`src/rtl/pwc_pkg.sv`:
```
package pwc_pkg;
    typedef enum logic [1:0] {
        ST_IDLE  = 2'd0,
        ST_ARMED = 2'd1,
        ST_MEAS  = 2'd2
    } meas_st_e;
endpackage

```
`src/rtl/pwc_sync.sv`:
```
module pwc_sync #(
    parameter int STAGES = 2
) (
    input  logic clk_i,
    input  logic rst_ni,
    input  logic async_i,
    output logic level_o,
    output logic rise_o,
    output logic fall_o
);
    typedef struct packed {
        logic [STAGES:0] sh;
    } sync_t;

    sync_t r_d, r_q;

    always_comb begin
        r_d    = r_q;
        r_d.sh = {r_q.sh[STAGES-1:0], async_i};
    end

    always_ff @(posedge clk_i or negedge rst_ni) begin
        if (!rst_ni) r_q <= '0;
        else         r_q <= r_d;
    end

    assign level_o = r_q.sh[STAGES-1];
    assign rise_o  = r_q.sh[STAGES-1] & ~r_q.sh[STAGES];
    assign fall_o  = ~r_q.sh[STAGES-1] & r_q.sh[STAGES];
endmodule

```
`src/rtl/pwc_trig_gen.sv`:
```
module pwc_trig_gen #(
    parameter int TW_W = 8
) (
    input  logic            clk_i,
    input  logic            rst_ni,
    input  logic            start_i,
    input  logic            slow_en_i,
    input  logic [TW_W-1:0] width_i,
    output logic            pulse_o
);
    typedef struct packed {
        logic            active;
        logic [TW_W-1:0] rem;
    } tg_t;

    tg_t r_d, r_q;

    always_comb begin
        r_d = r_q;
        if (start_i) begin
            r_d.active = 1'b1;
            r_d.rem    = (width_i == '0) ? TW_W'(1) : width_i;
        end else if (r_q.active && slow_en_i) begin
            if (r_q.rem <= TW_W'(1)) r_d.active = 1'b0;
            else                     r_d.rem    = r_q.rem - TW_W'(1);
        end
    end

    always_ff @(posedge clk_i or negedge rst_ni) begin
        if (!rst_ni) r_q <= '0;
        else         r_q <= r_d;
    end

    assign pulse_o = r_q.active;


    trig_start_chk: assert property (@(posedge clk_i) disable iff (!rst_ni)
        $rose(pulse_o) |-> $past(start_i));

    trig_hold_chk: assert property (@(posedge clk_i) disable iff (!rst_ni)
        (pulse_o && !start_i && !slow_en_i) |=> pulse_o);
endmodule

```
`src/rtl/pwc_width_ctr.sv`:
```
module pwc_width_ctr #(
    parameter int LO_W = 6,
    parameter int HI_W = 12
) (
    input  logic                 clk_i,
    input  logic                 rst_ni,
    input  logic                 clr_i,
    input  logic                 inc_i,
    output logic [LO_W+HI_W-1:0] cnt_o,
    output logic                 ovf_o
);
    localparam int CW = LO_W + HI_W;
    localparam logic [CW-1:0] CMAX = '1;

    typedef struct packed {
        logic [HI_W-1:0] hi;
        logic [LO_W-1:0] lo;
        logic            ovf;
    } wc_t;

    wc_t  r_d, r_q;
    logic full;

    assign full = (&r_q.lo) & (&r_q.hi);

    always_comb begin
        r_d = r_q;
        if (clr_i) begin
            r_d = '0;
        end else if (inc_i) begin
            if (full) begin
                r_d.ovf = 1'b1;
            end else begin
                r_d.lo = r_q.lo + LO_W'(1);
                if (&r_q.lo) r_d.hi = r_q.hi + HI_W'(1);
            end
        end
    end

    always_ff @(posedge clk_i or negedge rst_ni) begin
        if (!rst_ni) r_q <= '0;
        else         r_q <= r_d;
    end

    assign cnt_o = {r_q.hi, r_q.lo};
    assign ovf_o = r_q.ovf;


    sat_hold_chk: assert property (@(posedge clk_i) disable iff (!rst_ni)
        (cnt_o == CMAX && !clr_i) |=> (cnt_o == CMAX));

    monotonic_chk: assert property (@(posedge clk_i) disable iff (!rst_ni)
        !clr_i |=> (cnt_o >= $past(cnt_o)));

    clear_chk: assert property (@(posedge clk_i) disable iff (!rst_ni)
        clr_i |=> (cnt_o == '0 && !ovf_o));

    ovf_at_max_chk: assert property (@(posedge clk_i) disable iff (!rst_ni)
        $rose(ovf_o) |-> (cnt_o == CMAX));
endmodule

```
`src/rtl/pulse_width_channel.sv`:
```
module pulse_width_channel
    import pwc_pkg::*;
#(
    parameter int TW_W        = 8,
    parameter int LO_W        = 6,
    parameter int HI_W        = 12,
    parameter int SYNC_STAGES = 2
) (
    input  logic                 clk_i,
    input  logic                 rst_ni,
    input  logic                 slow_en_i,
    input  logic                 frame_trig_i,
    input  logic                 sw_trig_i,
    input  logic [TW_W-1:0]      trig_width_i,
    input  logic                 pulse_i,
    output logic                 trig_o,
    output logic [LO_W+HI_W-1:0] width_o,
    output logic                 ovf_o,
    output logic                 busy_o
);
    typedef struct packed {
        meas_st_e st;
    } ch_t;

    ch_t  r_d, r_q;
    logic lvl, rise, fall;
    logic start, cnt_en;

    pwc_sync #(.STAGES(SYNC_STAGES)) u_sync (
        .clk_i   (clk_i),
        .rst_ni  (rst_ni),
        .async_i (pulse_i),
        .level_o (lvl),
        .rise_o  (rise),
        .fall_o  (fall)
    );

    assign start  = (frame_trig_i | sw_trig_i) & (r_q.st == ST_IDLE);
    assign cnt_en = lvl & ((r_q.st == ST_MEAS) | ((r_q.st == ST_ARMED) & rise));

    always_comb begin
        r_d = r_q;
        unique case (r_q.st)
            ST_IDLE:  if (start) r_d.st = ST_ARMED;
            ST_ARMED: if (rise)  r_d.st = ST_MEAS;
            ST_MEAS:  if (fall)  r_d.st = ST_IDLE;
            default:             r_d.st = ST_IDLE;
        endcase
    end

    always_ff @(posedge clk_i or negedge rst_ni) begin
        if (!rst_ni) r_q <= '{st: ST_IDLE};
        else         r_q <= r_d;
    end

    pwc_trig_gen #(.TW_W(TW_W)) u_trig (
        .clk_i     (clk_i),
        .rst_ni    (rst_ni),
        .start_i   (start),
        .slow_en_i (slow_en_i),
        .width_i   (trig_width_i),
        .pulse_o   (trig_o)
    );

    pwc_width_ctr #(.LO_W(LO_W), .HI_W(HI_W)) u_ctr (
        .clk_i  (clk_i),
        .rst_ni (rst_ni),
        .clr_i  (start),
        .inc_i  (cnt_en),
        .cnt_o  (width_o),
        .ovf_o  (ovf_o)
    );

    assign busy_o = (r_q.st != ST_IDLE);


    busy_end_chk: assert property (@(posedge clk_i) disable iff (!rst_ni)
        $fell(busy_o) |-> $past(fall));

    no_retrig_chk: assert property (@(posedge clk_i) disable iff (!rst_ni)
        busy_o |=> !$rose(trig_o));

    hold_idle_chk: assert property (@(posedge clk_i) disable iff (!rst_ni)
        (!busy_o && !frame_trig_i && !sw_trig_i) |=> $stable(width_o));
endmodule

```
`config.mk`:
```
export PLATFORM = sky130hd
export DESIGN_NAME = pulse_width_channel
export DESIGN_NICKNAME = d
export VERILOG_FILES = /design/src/rtl/pwc_pkg.sv /design/src/rtl/pwc_sync.sv /design/src/rtl/pwc_trig_gen.sv /design/src/rtl/pwc_width_ctr.sv /design/src/rtl/pulse_width_channel.sv
export SDC_FILE = /design/constraint.sdc
export NUM_CORES = 1
export LEC_CHECK = 0
export BUFFER_PORTS_ARGS = -buffer_cell sky130_fd_sc_hd__buf_2
export CORE_ASPECT_RATIO = 2
export CORE_MARGIN = 1
export CORE_UTILIZATION = 25
export CTS_BUF_LIST = sky130_fd_sc_hd__clkbuf_16
export DETAILED_ROUTE_END_ITERATION = 7
export PLACE_DENSITY_LB_ADDON = 0.12
export SKIP_CTS_REPAIR_TIMING = 1
export SLEW_MARGIN = 10
export SYNTH_ARGS = -nofsm -noshare
export SYNTH_HDL_FRONTEND = slang
export SYNTH_SLANG_ARGS = --single-unit
```
`constraint.sdc`:
```
create_clock -name clk_i -period 1.55 [get_ports clk_i]
set_input_delay 0.2325 -clock clk_i [delete_from_list [all_inputs] [get_ports clk_i]]
set_output_delay 0.2325 -clock clk_i [all_outputs]
set_load 0.1 [all_outputs]
```
==> out/results.md <==
| Quantity | Value |
|---|---|
| Violated checks | setup timing |
| Placed instance area | 2430 um^2 |
| Setup slack after layout | -124 ps |
| Clock Skew | 2.94 ps |
| Setup violation total in the final timing report | 17 |
| Multiplexer share of the synthesized area | 1.21% |
| Dominant combinational cell family by area after synthesis | simple AND/OR/NAND/NOR gates |
| Initial detailed-routing violation count | 44 |
| Final HPWL from detailed placement | 3820 um |
| Number of global-route vias before repair | 1703 |
| Layout-stage area growth over the synthesis result | 61.8% |
| Non-filler instance count after layout | 361 |
| Min-Delay Path Depth | 1 |
| Filler instances | 704 |
| Share of synthesized cell area in and, or, nand and nor gates | 25.2% |
| Rel. slew slack | 66.9% |
| Count of synthesis-stage warnings from yosys | 0 |
| Static leakage | 1.23 nW |
| Fraction of synthesis flops using an asynchronous set or reset pin | 100% |
| Global route overflow | 0 |
| Highest fanout seen on the critical path | 5 |
| Setup TNS | -1250 ps |
| Top-level port count | 35 |
| Number of remaining DRC errors | 0 |
| Post-synth EDFFs | 0 |
| RR Endpoint | u_ctr.cnt_o[12] |
| Count of port buffers added during placement | 34 |
| Number of cells in the design after placement | 341 |
| Share of final-layout standard cells stronger than drive strength 1 | 54.9% |
| Flip-flop and latch count after synthesis | 33 |
| Via Count | 1692 |
| Most frequent cells in the layout | sky130_fd_sc_hd__buf_4, sky130_fd_sc_hd__buf_2, sky130_fd_sc_hd__dfrtp_2, sky130_fd_sc_hd__nand2_1, sky130_fd_sc_hd__o21ai_1 |
| Routed length per instance | 14.3 um |
| Number of buffers created by CTS | 5 |
| CTS tree | yes |
| Post-route fraction of the period consumed by the critical path | 108% |
| Most frequent standard cell in the layout excluding fill and tap cells | sky130_fd_sc_hd__buf_4 |
| Effective utilization at floorplan | 26.3% |
| Clock-pin slew of the registers on the worst-case setup and hold paths | 50 ps |
| Clock latency on the worst-skew pair | 280 ps |
| Worst-case clock buffer depth | 2 |
| Final design instance area without fill | 2840 um^2 |
| Adder-cell share of the synthesized area | 2.85% |
| Post-route ant nets | 0 |
| Largest stage delay on the critical path | 480 ps |
| Post-layout min period | 1670 ps |
| Core area | 6670 um^2 |
| Number of search-and-repair iterations in the first detailed-routing pass | 3 |
| Root buffer cell | sky130_fd_sc_hd__clkbuf_16 |
| Per-instance average area after synthesis | 9.59 um^2 |
| GRT Util Overall | 14.9% |
| Hold EP | u_sync.r_q[0] |
| Sequential fraction of the synthesis area | 47.1% |
| Area fraction in compound gates after synthesis | 17.3% |
| Unrepaired setup endpoints after global routing | true |
| Final Max Slew Viols | 0 |
| Xor-xnor portion of the synthesized cell area | 3.50% |
| Final Hold Viols | 0 |
| Distinct cell type count of the synthesized netlist | 44 |
| Main synth FF type | sky130_fd_sc_hd__dfrtp_1 |
| PD cells | 1490 nW/um^2 |
| Kind of cell adding the most delay to the critical path | simple AND/OR/NAND/NOR gates |
| Reg2reg path depth | 6 |
| WS Path Type | reg2reg |
| Worst min path class | in2reg |
| Post-layout util | 42.5% |
| Full die area | 7380 um^2 |
| Antenna cells | 0 |
| Nets@finish | 290 |
| Largest vdd supply drop | 1.12 mV |
| Maximum number of pins on one net before global-route repair | 23 |
| Die outline height | 120 um |
| Arrival time of data at the critical path endpoint | 1880 ps |
| Source of the worst hold timing path | pulse_i |
| CP max-delay cell | sky130_fd_sc_hd__dfrtp_4 |
| Ordered list of cells on the worst path | ha_4 > and4_4 > nand4_4 > o211ai_2 > or3_1 > a21oi_1 |
| Mapped Cells | 183 |
| Std cell rows | 42 |
| Netlist area before placement | 1750 um^2 |
| Achievable frequency | 0.597 GHz |
| Clock tree sinks | 33 |
| Tightest Pin Transition | 496 ps |
| Startpoint kind of the worst setup timing path | flop |
| Number of vias per cell | 4.69 |
| Antenna violations before repair | 0 |
| Number of maximum-capacitance violations | 0 |
| Global-route wire length before repair | 7830 um |
| Number of nets produced by synthesis | 201 |
| Crit. End Element | flop |
| Outcome | finished with violations |
| Critical register-to-register path startpoint | u_ctr.cnt_o[7] |
| Global placement routability congestion | 0.721 |
| Setup slack of the worst register-to-register path | -120 ps |
| Number of H-tree levels | 2 |
| Crit path buf inv count | 0 |
| Required arrival time at the worst endpoint | 1750 ps |
| DIE WIDTH | 61.2 um |
| Wirelength, routed | 5160 um |
routing by layer:
| layer | wire, um | vias up | GRT usage, % | share of wire [%] |
|---|---|---|---|---|
| met2 | 3110 | 24 | 29.3 | 60 |
| met1 | 1820 | 813 | 13.0 | 35 |
| met4 | 101 | 0 | 6.39 | 2.0 |
| met3 | 126 | 7 | 3.64 | 2.4 |
| li1 | - | 848 | - | - |
| met5 | 0 | - | 0 | 0 |
cells by family (layout without fill, tap and decap cells):
family,count (synthesis),in the layout
mux,2,2
xor+xnor,7,7
flops,33,33
fa+ha+maj,4,4
compound gates,51,53
buf+inv,10,98
simple gates,76,76
how the worst max path moves through the flow:
stage / startpoint / endpoint / slack [ps] / cells after the start
2_1_floorplan: u_ctr.cnt_o[7] / u_ctr.cnt_o[6] / -340 / 8
4_1_cts: u_ctr.cnt_o[6] / u_ctr.cnt_o[12] / -210 / 6
6_report: u_ctr.cnt_o[7] / u_ctr.cnt_o[12] / -120 / 6
3_3_place_gp: u_ctr.cnt_o[7] / u_ctr.cnt_o[16] / -170 / 6
3_5_place_dp: u_ctr.cnt_o[7] / u_ctr.cnt_o[11] / -210 / 6
5_1_grt: u_ctr.cnt_o[6] / u_ctr.cnt_o[13] / -190 / 6
cell usage after synthesis (2+ instances only):
master | number | area [um^2]
sky130_fd_sc_hd__dfrtp_1 | 33 | 826
sky130_fd_sc_hd__o21ai_0 | 17 | 85.1
sky130_fd_sc_hd__a21oi_1 | 16 | 80.1
sky130_fd_sc_hd__nand2_1 | 13 | 48.8
sky130_fd_sc_hd__nand3_1 | 12 | 60.1
sky130_fd_sc_hd__or3_1 | 12 | 75.1
sky130_fd_sc_hd__nor2_1 | 11 | 41.3
sky130_fd_sc_hd__o21ai_1 | 8 | 40.0
sky130_fd_sc_hd__and3_1 | 5 | 31.3
sky130_fd_sc_hd__xor2_1 | 5 | 43.8
sky130_fd_sc_hd__ha_1 | 4 | 50.1
sky130_fd_sc_hd__inv_1 | 4 | 15.0
sky130_fd_sc_hd__a211oi_1 | 3 | 22.5
sky130_fd_sc_hd__nand2b_1 | 3 | 18.8
sky130_fd_sc_hd__nand4_1 | 3 | 18.8
sky130_fd_sc_hd__and3_4 | 2 | 22.5
sky130_fd_sc_hd__clkbuf_1 | 2 | 7.51
sky130_fd_sc_hd__nor2b_1 | 2 | 12.5
sky130_fd_sc_hd__nor3_1 | 2 | 10.0
sky130_fd_sc_hd__xnor2_1 | 2 | 17.5
area by class of cell:
type                    instances  area (um^2)  area share, %
well taps                      88          110           3.88
clock buffers                   5          125           4.41
inverters                       4         15.0          0.529
repair buffers                 86          613           21.6
multi-input cells             142         1090           38.5
flip-flops and latches         33          870           30.6
clock inverters                 3         12.5          0.441
flip-flops by register name, indices dropped and copies added (netlist names):
register        flops
r_q                 2
u_ctr.cnt_o        18
u_ctr.ovf_o         1
u_sync.r_q          3
u_trig.pulse_o      1
u_trig.r_q          8
per-stage QoR:
step	power (mW)	hold WS (ps)	worst slack, ps
floorplan	2.34	-63.1	-342
global placement	2.91	229	-173
detailed placement	2.92	229	-213
CTS	3.87	-65.7	-214
global route	4.49	46.9	-187
finish	4.22	53.6	-124
power breakdown:
| group | switching, mW | leakage, nW | internal (mW) | total (mW) |
|---|---|---|---|---|
| Combinational | 1.19 | 0.766 | 0.886 | 2.08 |
| Sequential | 0.149 | 0.394 | 1.06 | 1.21 |
| Clock | 0.357 | 0.0687 | 0.580 | 0.936 |
Power figures use the tool's default switching activity.
